<file path="config.mk">
export PLATFORM = sky130hd
export DESIGN_NAME = uart_rx_sampler
export DESIGN_NICKNAME = d
export VERILOG_FILES = /design/src/rtl/uart_rx_sampler.sv
export SDC_FILE = /design/constraint.sdc
export NUM_CORES = 1
export LEC_CHECK = 0
export ABC_AREA = 1
export BUFFER_PORTS_ARGS = -buffer_cell sky130_fd_sc_hd__buf_2
export CAP_MARGIN = 15
export CORE_MARGIN = 10
export CORE_UTILIZATION = 61
export CTS_CLUSTER_SIZE = 30
export DETAILED_ROUTE_END_ITERATION = 10
export PLACE_DENSITY = 0.83
export SLEW_MARGIN = 30
export SYNTH_ARGS = -nofsm -noshare
export SYNTH_HDL_FRONTEND = slang
export SYNTH_SLANG_ARGS = --single-unit
</file>
<file path="constraint.sdc">
create_clock -name clk -period 4.9 [get_ports clk]
set_clock_uncertainty 0.1 [all_clocks]
set_input_delay 0.735 -clock clk [delete_from_list [all_inputs] [get_ports clk]]
set_output_delay 0.735 -clock clk [all_outputs]
set_load 0.02 [all_outputs]
</file>
<file path="src/rtl/uart_rx_sampler.sv">
module uart_rx_sampler #(
  parameter int OSR = 16
) (
  input  logic        clk,
  input  logic        rst_n,
  input  logic        os_tick,
  input  logic        rx_line,
  input  logic [1:0]  word_len,
  input  logic        par_en,
  input  logic        par_odd,
  input  logic        full,
  output logic        push,
  output logic [11:0] push_word
);
  localparam int CW  = $clog2(OSR);
  localparam int MID = OSR / 2;

  typedef enum logic [2:0] {S_IDLE, S_START, S_DATA, S_PAR, S_STOP, S_HOLD} st_t;

  st_t        st;
  logic [1:0] sync;
  logic [CW-1:0] cnt;
  logic [2:0] nbit;
  logic [7:0] sh;
  logic       parbit, ovr_pend;

  wire       rx_s     = sync[1];
  wire       last_tck = (cnt == CW'(OSR - 1));
  wire [7:0] data_c   = sh >> (2'd3 - word_len);
  wire       pe_c     = par_en & (^data_c ^ parbit ^ par_odd);
  wire       brk_c    = (data_c == 8'd0) & ~(par_en & parbit) & ~rx_s;

  always_ff @(posedge clk) begin
    if (!rst_n) begin
      st        <= S_IDLE;
      sync      <= 2'b11;
      cnt       <= '0;
      nbit      <= '0;
      sh        <= '0;
      parbit    <= 1'b0;
      ovr_pend  <= 1'b0;
      push      <= 1'b0;
      push_word <= '0;
    end else begin
      push <= 1'b0;
      sync <= {sync[0], rx_line};
      if (os_tick) begin
        case (st)
          S_IDLE: if (!rx_s) begin
            st  <= S_START;
            cnt <= CW'(1);
          end
          S_START: if (cnt == CW'(MID - 1)) begin
            cnt  <= '0;
            nbit <= '0;
            st   <= rx_s ? S_IDLE : S_DATA;
          end else cnt <= cnt + 1'b1;
          S_DATA: if (last_tck) begin
            cnt  <= '0;
            sh   <= {rx_s, sh[7:1]};
            nbit <= nbit + 1'b1;
            if (nbit == {1'b0, word_len} + 3'd4) st <= par_en ? S_PAR : S_STOP;
          end else cnt <= cnt + 1'b1;
          S_PAR: if (last_tck) begin
            cnt    <= '0;
            parbit <= rx_s;
            st     <= S_STOP;
          end else cnt <= cnt + 1'b1;
          S_STOP: if (last_tck) begin
            cnt <= '0;
            st  <= rx_s ? S_IDLE : S_HOLD;
            if (full) ovr_pend <= 1'b1;
            else begin
              push      <= 1'b1;
              push_word <= {ovr_pend, brk_c, pe_c, ~rx_s, data_c};
              ovr_pend  <= 1'b0;
            end
          end else cnt <= cnt + 1'b1;
          S_HOLD: if (rx_s) st <= S_IDLE;
          default: st <= S_IDLE;
        endcase
      end
    end
  end
endmodule


</file>
Word-level counts from Yosys, hierarchy flattened
Index checks and enable logic that the tools add are counted.

storage, ports and cells
  register bits after elaboration = 35
  input port bits = 9
  output and inout port bits = 13
  word-level logic and storage cells = 72

cells by class
  add/sub/neg operators = 4
  equal/unequal tests = 15
  shift-type cells = 1
  muxes and demuxes = 20
  bitwise gates (word level) = 9
  reductions and logical operators = 14

operator list
  kind                                                                   count
  3-bit two-way mux                                                      11
  3-bit one-hot mux with 6 select lines                                  1
  2-bit != test, second input constant                                   7
  4-bit two-way mux                                                      3
  4-bit one-hot mux with 3 select lines                                  1
  3-bit AND reduction                                                    4
  4-bit AND reduction                                                    3
  8-bit zero test                                                        1
  8-bit AND reduction                                                    1
  8-bit parity                                                           1
  8-bit by 2-bit right shift with 8-bit output                           1
  3-bit by 2-bit equality test with 1-bit output, second input constant  2
  3-bit equality test, second input constant                             2
  3-bit one-hot mux with 2 select lines                                  1
  4-bit by 1-bit adder with 4-bit output, second input constant          1
  1-bit bitwise AND                                                      4
  4-bit by 3-bit equality test with 1-bit output, second input constant  1
  4-bit equality test, second input constant                             1
  2-bit by 3-bit adder with 3-bit output, second input constant          1
  3-bit by 1-bit adder with 3-bit output, second input constant          1
  3-bit by 1-bit equality test with 1-bit output, second input constant  1
  3-bit equality test                                                    1
  3-bit zero test                                                        1
  1-bit NOT                                                              3
  other kinds (7)                                                        9

Depth between registers and ports, before layout
Gate-level depths: netlist of run 1.

  depth after elaboration = 6
  gate-level depth with buffers = 12
  gate-level depth less buffers = 12

Least setup slack after synthesis of run 1
No wires, ideal clock.

  kind = in2reg
  start point = input word_len[0]
  end point = register push_word[9]
  setup time = 0.114 ns
  arrival time = 2.077 ns
  required time = 4.686 ns
  setup slack = 2.610 ns
  stages on the path = 10
  buffers on the path = 1
  cells stage by stage = buf_2 mux2i_1 or2_2 ha_1 xnor2_1 nand2_1 nand2_1 nand3_1 nand4_1 nand2_1

between the ends
  longest elaborated chain between the ends = 6

ends and longest elaborated chain
  element                                       line  RTL
  start: declaration                            8     input logic [1:0] word_len,
  2-bit subtractor                              29    wire [7:0] data_c = sh >> (2'd3 - word_len);
  8-bit by 2-bit right shift with 8-bit output  29
  8-bit parity                                  30    wire pe_c = par_en & (^data_c ^ parbit ^ par_odd);
  1-bit bitwise XOR (2 in series)               30
  1-bit bitwise AND                             30
  end signal: assignment                        75    push_word <= {ovr_pend, brk_c, pe_c, ~rx_s, data_c};
  end: declaration                              13    output logic [11:0] push_word

Every way passes these cells.
A chain may end at the register's enable or synchronous reset.

Worst setup path in the final report of run 1
Ends and elaborated chain as after synthesis.

==> results of run 1 <==
[worst register-to-register path, stage by stage, from the launching register on]
cell	delay (ns)
dfxtp_1	0.35
inv_1	0.06
o21ai_0	0.26
o21ai_0	0.19
ha_1	0.36
xor2_1	0.15
nand2_1	0.08
nand2_1	0.07
nand3_1	0.06
nand4_1	0.08
nand2_1	0.05
[cell type report]
class	instances	area [sq um]	share of cell area (%)
flip-flops and latches	35	700.7	34.98
well taps	31	38.79	1.936
clock buffers	8	68.82	3.435
inverters	30	113.9	5.684
multi-input cells	188	975.9	48.72
repair buffers	21	105.1	5.247
[stage by stage]
stage | power [W] | cells | cell area (sq um) | hold WS [ns]
6_report | 0.0007674 | 313 | 2003 | 0.3316
5_1_grt | 0.0008252 | 313 | 2003 | 0.3465
4_1_cts | 0.0007726 | 313 | 2003 | 0.3319
3_5_place_dp | 0.0005976 | 305 | 1934 | 0.3069
3_3_place_gp | 0.0005936 | 305 | 1934 | 0.3009
2_1_floorplan | 0.0005553 | 258 | 1822 | 0.2925
[cell families after synthesis]
logic type      count (synthesis)  share of synthesized area (%)
simple gates                  128                          32.76
compound gates                 48                          13.67
buf+inv                        35                          7.967
flops                          35                          38.46
fa+ha+maj                       6                          4.121
xor+xnor                        4                          1.923
mux                             2                          1.099
[state kept, by name (all words and copies together) (netlist names)]
register / cells
nbit: 3
sync: 2
sh: 8
st: 3
push: 1
push_word: 12
parbit: 1
cnt: 4
ovr_pend: 1
[how the worst min path moves through the flow]
stage                     endpoint  cells after the start
after floorplan            sync[1]                      1
after global placement     sync[1]                      1
after detailed placement   sync[1]                      1
after CTS                  sync[1]                      1
after global routing       sync[1]                      1
final                      sync[1]                      1
[Yosys cell counts (3+ instances only)]
cell type,number,share of area [%]
dfxtp_1,35,38
buf_2,4,1.1
nand2_2,7,2.4
nand2_1,60,12
inv_1,19,3.9
o21ai_1,15,4.1
nor2_2,3,1.0
o21ai_0,18,4.9
nor2_1,24,4.9
or2_2,3,1.0
a21oi_1,12,3.3
nand3_1,19,5.2
nor2_4,5,3.1
ha_1,6,4.1
nand4_1,3,1.0
inv_2,10,2.1
[power groups by stage]
| stage | Sequential [W] | Combinational, W | Clock (W) |
|---|---|---|---|
| final | 0.000329 | 0.000264 | 0.000174 |
| after global routing | 0.000333 | 0.000303 | 0.000189 |
| after floorplan | 0.000328 | 0.000228 | 0 |
| after global placement | 0.000335 | 0.000259 | 0 |
| after detailed placement | 0.000335 | 0.000263 | 0 |
| after CTS | 0.000329 | 0.000265 | 0.000179 |
[layer usage]
layer	track usage [%]	wire length (microns)
met3	4.074	248
met1	17.71	1776
met4	5.672	57
met5	0	0
met2	22.96	1609
[layout by cell type, fill, tap and decap left out]
master,n
ha_1,6
inv_2,10
nor2_1,24
clkbuf_4,5
a31oi_1,1
nand3_2,2
clkinv_2,1
xnor2_1,2
buf_2,21
nand3_1,19
nor2_4,5
dfxtp_1,35
o211ai_1,1
mux2i_1,2
nor3_1,2
or2_2,3
clkbuf_8,2
o21ai_1,15
nor2_2,3
nand2_2,7
inv_1,19
a21oi_1,12
clkbuf_1,1
o21ai_0,18
xor2_1,2
nand4_1,3
nand2_1,60
a32o_1,1
==> run_results.csv, run 1 <==
group,metric,value,unit
detailed_routing,wl_per_cell,11.80,microns
grt,overflow,0,
cells_and_area,fillers,250,
setup_path,path_cells,"buf_2 > inv_1 > nand2_1 > o21ai_0 > o21ai_0 > ha_1 > xnor2_1 > nand2_1 > nand2_1 > nand3_1 > nand4_1 > nand2_1",
timing,fin_setup_tns,0,ns
synthesis,netlist_instances,258,
placed_design,gp_congestion,0.8876,
synthesis,ys_warn_count,0,
timing,drv_slew,0,
status,status,"finished, final reports clean",
detailed_routing,firstDrtPassIters,4,
detailed_routing,drt_iter0_drc,89,
power_and_ir_drop,p_seq_share,42.9,%
cells_and_area,nets,296,
flow_run,cap_violations,0,
clock_network,cts.clk_slew.worst_paths,0.10,ns
clock_network,ctsHoldBuffers,0,
grt,grt_pass1_vias,1456,
timing,grt_setup_unrepaired,"false",
timing,finalHoldViolCount,0,
timing,period_minus_slack,2.216,ns
floorplan,die_y,74.65,microns
synthesis,avgSynthCellArea,7.061,sq um
setup_path,cp.depth,12,
setup_path,slowest_stage,"ha_1",
power_and_ir_drop,pwr-share-clk,22.7,%
synthesis,ys_seq_area_share,38.46,%
floorplan,placement_rows,19,
timing,fmax,451.3,MHz
timing,worst_slew_pin_slew,0.3641,ns
setup_path,rrSetupSlack,2.98,ns
power_and_ir_drop,internal-power,0.0004746,W
floorplan,dieArea,5573,sq um
setup_path,rr_endpoint,"push_word[9]",
setup_path,critPathCaptureType,"flop",
placed_design,hpwl,2.869,mm
setup_path,crit_path_start,"word_len[0]",
placed_design,dp_slack,2.369,ns
grt,grt_usage,14.30,%
clock_network,cts_inserted_buffers,5,
clock_network,htree_levels,2,
power_and_ir_drop,swShare,38.16,%
power_and_ir_drop,ir_drop,274.8,uV
clock_network,clk_latency,0.33,ns
floorplan,die_w,74.65,microns
timing,period_share,45.22,%
synthesis,syn-num-nets,273,
clock_network,cts_resized,0,
detailed_routing,drt-total-wl,3.692,mm
grt,grt_antenna_before_repair,0,
synthesis,synth-seq-cells,35,
hold_path,min-delay-start,"sync[0]",
floorplan,start_util,64.94,%
timing,setup_viol,0,
synthesis,synthArstFlopShare,0,%
cells_and_area,fin_util,71.41,%
setup_path,r2r_cells,10,
synthesis,ys.flop_type,"dfxtp_1",
clock_network,cts_tree,"done",
setup_path,reg2reg_from,"sh[4]",
timing,setup_ws,2.684,ns
setup_path,crit_path_end,"push_word[9]",
power_and_ir_drop,p_per_area,383.1,nW/um^2
setup_path,cp.arrival,2.35,ns
hold_path,min_path_type,"flop to flop",
detailed_routing,ant_nets,0,
setup_path,critPathLaunchType,"input port",
timing,maxSlewHeadroom,75.69,%
cells_and_area,layout-drive-gt1-share,20.92,%
power_and_ir_drop,switchingPower,0.0002928,W
cells_and_area,n_antenna_cell,0,
setup_path,required,5.03,ns
synthesis,synth_cell_types,26,
floorplan,pin_count,22,
clock_network,clock-sinks,35,
detailed_routing,vias,1662,
setup_path,critPathKind,"input port to flop",
floorplan,core-area,2805,sq um
setup_path,crit_fanout,12,
synthesis,synth_edf_count,0,
placed_design,port_buffers,21,
power_and_ir_drop,power.leakage,0.9252,nW
detailed_routing,viasPerCell,5.310,
clock_network,clockBufferDepth,2,
clock_network,cts-root-buf,"clkbuf_4",
grt,grt_pass1_wl,6.403,mm
grt,grt_max_degree,17,
cells_and_area,area_delta_synth_final,9.959,%
setup_path,cpLargestDelayFamily,"simple AND/OR/NAND/NOR gates",
clock_network,post-cts-setup-buffer-count,0,
setup_path,path_buf_inv,2,
setup_path,critPathMaxStageDelay,0.29,ns
power_and_ir_drop,combinationalPowerShare,34.4,%
synthesis,syn-cell-area,1822,sq um
detailed_routing,drc,0,
setup_path,crit_top_cell,"nand2_1",
No activity file was read; power rests on OpenSTA's default activity.
==> run 2: changes to the inputs <==
ABC_AREA = 0   (was 1)
CORE_UTILIZATION = 51   (was 61)
PLACE_DENSITY = 0.74   (was 0.83)
clock period = 1.85 ns   (was 4.9 ns; I/O delays follow)
==> run 2 against run 1 <==
- the flow now finishes with violations (setup timing)
- setup slack worse by 2.7 ns
- largest power group unchanged
- clock power rose to 3.4 times the previous value
- hold slack lost 0.21 ns
==> run_results.csv, run 2 <==
group,metric,value,unit
cells_and_area,mostFrequentLayoutCells,"27 x dfxtp_1, 21 x buf_2, 20 x buf_4, 19 x nand2_1, 16 x mux2i_1",
synthesis,synth_cell_types,42,
synthesis,synth-seq-cells,35,
timing,fmax,525.3,MHz
power_and_ir_drop,power.leakage,0.9249,nW
placed_design,place_area,2120,sq um
clock_network,clock-sinks,35,
synthesis,syn-cell-area,1779,sq um
timing,grt_setup_unrepaired,"true",
setup_path,critPathKind,"flop to flop",
timing,setup_ws,-0.05351,ns
synthesis,synth_fa_ha_area_share,4.219,%
placed_design,hpwl,3.086,mm
synthesis,yosysMostFrequentCell,"dfxtp_1",
grt,grt_antenna_before_repair,0,
hold_path,min-delay-start,"rst_n",
timing,drv_slew,0,
setup_path,crit_top_cell,"xnor2_1",
cells_and_area,final_common_cell,"dfxtp_1",
setup_path,path_buf_inv,0,
synthesis,synthTopCellsByCount,"35 x dfxtp_1, 19 x mux2i_1, 19 x nand2_1",
status,status,"complete, but fails checks",
setup_path,reg2reg_from,"sh[3]",
setup_path,critPathLaunchType,"flop",
clock_network,cts_inserted_buffers,5,
placed_design,port_buffers,21,
timing,period_minus_slack,1.904,ns
detailed_routing,firstDrtPassIters,4,
synthesis,synth_compound_area_share,12.94,%
setup_path,required,1.99,ns
synthesis,synthTopCellsByArea,"dfxtp_1 39%, mux2i_1 11%, o21ai_0 4.5%",
cells_and_area,regMostFlops,"push_word",
cells_and_area,nets,252,
synthesis,synth-simple-area-share,22.71,%
synthesis,ys_warn_count,0,
synthesis,synth_top_area_share,39.38,%
detailed_routing,vias,1578,
hold_path,min_path_type,"input port to flop",
detailed_routing,wl_per_cell,15.50,microns
detailed_routing,drc,0,
detailed_routing,drt_iter0_drc,69,
cells_and_area,fin_area,2332,sq um
clock_network,cts.clk_slew.worst_paths,0.11,ns
clock_network,clk_latency,0.35,ns
floorplan,core-area,3363,sq um
cells_and_area,n_antenna_cell,0,
floorplan,pin_count,22,
setup_path,cp.arrival,2.04,ns
timing,finalHoldViolCount,0,
timing,hold_ws,0.1229,ns
clock_network,htree_levels,2,
cells_and_area,top_regs,"push_word (12), sh (8), cnt (4)",
setup_path,rrSetupSlack,-0.05,ns
setup_path,critPathCaptureType,"flop",
clock_network,cts-root-buf,"clkbuf_4",
cells_and_area,fillers,280,
synthesis,yosys.area.top_type,"dfxtp_1",
detailed_routing,drt-total-wl,4.401,mm
synthesis,ys.flop_type,"dfxtp_1",
grt,grt_pass1_vias,1533,
timing,setup_viol,1,
floorplan,dieArea,6251,sq um
cells_and_area,multi_input_area,1117,sq um
grt,grt_pass1_wl,7.093,mm
power_and_ir_drop,p_per_area,637.7,nW/um^2
setup_path,slowest_stage,"dfxtp_4",
synthesis,ys_seq_area_share,39.38,%
synthesis,synthArstFlopShare,0,%
grt,grt_max_degree,20,
flow_run,cap_violations,0,
synthesis,syn-num-nets,209,
synthesis,synth_edf_count,0,
floorplan,placement_rows,21,
floorplan,die_y,79.07,microns
synthesis,avgSynthCellArea,9.171,sq um
placed_design,gp_congestion,0.8943,
detailed_routing,viasPerCell,5.556,
setup_path,critPathMaxStageDelay,0.37,ns
setup_path,cpLargestDelayFamily,"XOR/XNOR gates",
synthesis,synthMuxAreaShare,12.59,%
synthesis,synth_top_family_by_area,"simple AND/OR/NAND/NOR gates",
setup_path,crit_fanout,4,
status,violations,"setup timing",
cells_and_area,seqCellArea,715.7,sq um
synthesis,netlist_instances,194,
floorplan,start_util,52.90,%
setup_path,crit_path_start,"sh[3]",
clock_network,cts_tree,"done",
timing,maxSlewHeadroom,65.37,%
power_and_ir_drop,ir_drop,544.8,uV
detailed_routing,ant_nets,0,
cells_and_area,area_delta_synth_final,31.08,%
timing,worst_slew_pin_slew,0.5171,ns
clock_network,clockBufferDepth,2,
grt,grt_usage,14.18,%
setup_path,path_cells,"mux2i_2 > nand2_1 > o21ai_4 > ha_4 > xnor2_2 > xnor2_1 > xnor2_1 > a32o_1",
cells_and_area,layout-drive-gt1-share,36.13,%
cells_and_area,largest_register_ffs,12,
grt,overflow,0,
timing,period_share,102.9,%
synthesis,synth_xor_area_share,4.430,%
floorplan,die_w,79.07,microns
[run 2: changes by cell type after synthesis, moves of 7 or more]
cell,before,now
inv_2,10,0
nand2_1,60,19
o21ai_1,15,0
nor2b_1,0,11
nand2_2,7,0
nand3_1,19,6
mux2i_1,2,19
inv_1,19,5
nor2_1,24,9
[run 2: final timing paths]
path                  end  cells past startpoint
max          push_word[9]                      8
min                 st[2]                      3
max reg2reg  push_word[9]                      8
min reg2reg       sync[1]                      1
[run 2: tightest hold or removal path, stage by stage]
cell,delay [ns]
buf_2,0.14
nand2_1,0.07
mux2i_1,0.05
[run 2: cell type report]
type                    count  area share (%)
flip-flops and latches     35           30.69
clock inverters             2           1.502
clock buffers               6           2.200
multi-input cells         144           47.91
inverters                   5          0.8047
repair buffers             46           14.43
well taps                  46           2.468
[run 2: layer usage]
layer,global-route usage (%),part of all wire (%)
met5,0,0
met4,7.527,2.8
met3,5.068,5.3
met2,24.39,53
met1,14.84,39
[run 2: stage by stage]
stage	cells	util (%)	TNS [ns]	total power, W	setup WS [ns]
6_report	284	69.35	-0.05351	0.001487	-0.05351
2_1_floorplan	194	-	-0.05573	0.0008582	-0.05573
4_1_cts	282	67.49	-0.01516	0.001485	-0.01516
3_5_place_dp	274	63.02	-0.6257	0.0008980	-0.3349
5_1_grt	284	69.35	-0.1672	0.001541	-0.1084
3_3_place_gp	274	63.02	-0.3746	0.0008929	-0.2149
[run 2: power by group]
group          internal, W  total, W  switching, W  leakage [nW]
registers         0.000755  0.000759    0.00000360         0.287
clock network     0.000319  0.000586      0.000267        0.0482
logic            0.0000705  0.000142     0.0000717         0.590
[run 2: cells by family (layout without fill, tap and decap cells)]
logic type / after synthesis / count (layout)
buffers and inverters: 15 / 59
and+or+nand+nor: 71 / 71
xor gates and xnor gates: 9 / 9
muxes: 22 / 22
adders and majority gates: 6 / 6
DFF: 35 / 35
AOI/OAI and AO/OA: 36 / 36
[run 2: what timing repair did]
item	in CTS	in global routing
hold endpoints to repair	0	1
hold buffers	0	1
buffers inserted	0	1
pin swaps	4	6
resized for setup	16	13
endpoints found under the setup margin	4	9
==> run 3: changes to the inputs <==
BUFFER_PORTS_ARGS = not set   (was -buffer_cell sky130_fd_sc_hd__buf_2)
CORE_UTILIZATION = 56   (was 51)
CTS_CLUSTER_DIAMETER = 50   (was not set)
DONT_BUFFER_PORTS = 1   (was not set)
==> run 3 against run 2 <==
- the run still ends with setup timing left
- clock power is 30% lower
- via count is 7.7% lower
- largest power group unchanged
- critical path type unchanged
- count of clock-buffer cells in the layout stayed put
- combinational power is 23% lower
- largest cell class unchanged
==> run_results.csv, run 3 (synthesized netlist as in run 2, its figures left out) <==
group,metric,value,unit
placed_design,gp_congestion,0.8172,
timing,setup_viol,1,
placed_design,hpwl,2.937,mm
grt,grt_usage,13.90,%
cells_and_area,n_antenna_cell,0,
clock_network,htree_levels,2,
power_and_ir_drop,swShare,24.95,%
detailed_routing,ant_nets,0,
placed_design,dp_slack,-0.03243,ns
timing,period_share,100.2,%
timing,period_minus_slack,1.853,ns
timing,setup_ws,-0.003177,ns
floorplan,die_y,76.37,microns
setup_path,cpLargestDelayFamily,"compound AO/OA/AOI/OAI gates",
timing,fmax,539.6,MHz
floorplan,start_util,58.28,%
grt,overflow,0,
cells_and_area,regMostFlops,"push_word",
detailed_routing,vias,1456,
power_and_ir_drop,power.leakage,0.7653,nW
floorplan,core-area,3053,sq um
setup_path,crit_path_end,"push_word[9]",
detailed_routing,drc,0,
setup_path,required,2.01,ns
floorplan,pin_count,22,
detailed_routing,viasPerCell,5.710,
timing,finalHoldViolCount,0,
floorplan,die_w,76.37,microns
detailed_routing,drt_iter0_drc,55,
timing,drv_slew,0,
grt,grt_pass1_wl,6.658,mm
timing,grt_setup_unrepaired,"true",
setup_path,critPathLaunchType,"flop",
clock_network,clockBufferDepth,2,
setup_path,crit_top_cell,"xnor2_1",
clock_network,cts.clk_slew.worst_paths,0.11,ns
setup_path,critPathMaxStageDelay,0.35,ns
cells_and_area,fillers,242,
setup_path,r2r_cells,7,
grt,grt_antenna_before_repair,0,
setup_path,critPathKind,"flop to flop",
power_and_ir_drop,switchingPower,0.0003203,W
cells_and_area,mostFrequentLayoutCells,"27 x dfxtp_1, 18 x mux2i_1, 18 x nand2_1, 15 x buf_4, 13 x o21ai_0",
clock_network,clk_latency,0.35,ns
detailed_routing,wl_per_cell,16.43,microns
clock_network,clock-sinks,35,
cells_and_area,largest_register_ffs,12,
placed_design,port_buffers,0,
placed_design,dp_cells,243,
floorplan,dieArea,5832,sq um
setup_path,reg2reg_from,"sh[6]",
status,status,"complete, but fails checks",
setup_path,path_cells,"mux2_4 > o21ai_4 > ha_4 > xnor2_2 > xnor2_1 > xnor2_1 > a32o_1",
grt,grt_max_degree,22,
power_and_ir_drop,pwr-share-clk,32.1,%
cells_and_area,top_regs,"push_word (12), sh (8), cnt (4)",
flow_run,cap_violations,0,
power_and_ir_drop,ir_drop,585.7,uV
setup_path,path_buf_inv,0,
setup_path,rrSetupSlack,-0.003,ns
timing,worst_slew_pin_slew,0.6755,ns
setup_path,rr_endpoint,"push_word[9]",
cells_and_area,final_cell_count_no_fill,255,
cells_and_area,multi_input_area,1126,sq um
status,violations,"setup timing",
setup_path,critPathCaptureType,"flop",
grt,grt_pass1_vias,1452,
setup_path,crit_path_start,"sh[6]",
detailed_routing,firstDrtPassIters,4,
hold_path,min_path_type,"input port to flop",
cells_and_area,seqCellArea,710.7,sq um
cells_and_area,area_delta_synth_final,19.55,%
clock_network,cts_inserted_buffers,5,
timing,maxSlewHeadroom,54.82,%
power_and_ir_drop,p_seq_share,59.3,%
floorplan,placement_rows,20,
power_and_ir_drop,internal-power,0.0009633,W
power_and_ir_drop,combinationalPowerShare,8.6,%
cells_and_area,layout-drive-gt1-share,27.01,%
setup_path,cp.depth,7,
clock_network,cts_tree,"done",
clock_network,cts-root-buf,"clkbuf_4",
setup_path,crit_fanout,4,
setup_path,slowest_stage,"dfxtp_2",
power_and_ir_drop,p_per_area,603.4,nW/um^2
cells_and_area,nets,225,
setup_path,cp.arrival,2.01,ns
detailed_routing,drt-total-wl,4.190,mm
cells_and_area,final_common_cell,"dfxtp_1",
run 3: cell count changes in the layout (fill, tap and decap cells not counted), sizes merged:
cell / delta
buf: -29
bufinv: -1
clkinvlp: +1
dlygate4sd3: +2
run 3: worst min-delay path by stage:
stage	slack, ns	cells after the start	to	startpoint
6_report	0.001	2	push_word[6]	word_len[1]
5_1_grt	-0.001	2	push_word[6]	word_len[1]
4_1_cts	0.002	2	nbit[0]	rst_n
3_5_place_dp	0.26	1	sync[0]	rst_n
3_3_place_gp	0.25	1	sync[1]	rst_n
2_1_floorplan	0.25	1	sync[0]	rst_n
run 3: worst register-to-register path: cells and delay by family, from the launching register on:
family          cells  cell delay (ns)
fa+ha+maj           1             0.23
compound gates      2             0.39
xor+xnor            3             0.39
flops               1             0.35
mux                 1             0.30
run 3: power by group through the flow:
stage / clock (W) / combinational (W) / sequential (W)
floorplan: 0 / 0.0000801 / 0.000778
global placement: 0 / 0.0000816 / 0.000778
detailed placement: 0 / 0.0000842 / 0.000779
CTS: 0.000423 / 0.0000960 / 0.000761
global route: 0.000458 / 0.000118 / 0.000763
finish: 0.000412 / 0.000110 / 0.000762
run 3: through the flow:
| stage | power (W) | setup TNS, ns | utilization [%] | hold slack [ns] | instance area (sq um) |
|---|---|---|---|---|---|
| finish | 0.001284 | -0.003177 | 69.67 | 0.001486 | 2127 |
| global route | 0.001339 | -0.1693 | 69.67 | -0.001152 | 2127 |
| CTS | 0.001281 | -0.03003 | 65.94 | 0.001575 | 2013 |
| detailed placement | 0.0008628 | -0.03243 | 63.11 | 0.2582 | 1927 |
| global placement | 0.0008600 | 0 | 63.11 | 0.2542 | 1927 |
| floorplan | 0.0008582 | -0.05573 | - | 0.2505 | 1810 |
run 3: metal layers:
layer	wire length [microns]	part of all wire, %	global-route usage, %	vias up
li1	-	-	-	711
met1	1571	37	13.52	702
met2	2289	55	24.49	28
met3	199	4.7	5.307	15
met4	130	3.1	8.178	0
met5	0	0	0	-
run 3: cell type report:
type	count	area share, %
multi-input cells	144	52.94
clock inverters	2	0.5882
well taps	44	2.588
flip-flops and latches	35	33.41
inverters	5	0.8824
clock buffers	6	1.941
repair buffers	19	7.647
run 3: timing repair:
item	4_1_cts	5_1_grt
setup buffers	0	1
hold endpoints to repair	20	0
gates cloned	0	0
setup endpoints to repair	2	10
gates resized for setup	1	25
pin swaps	2	6
hold buffers	3	0
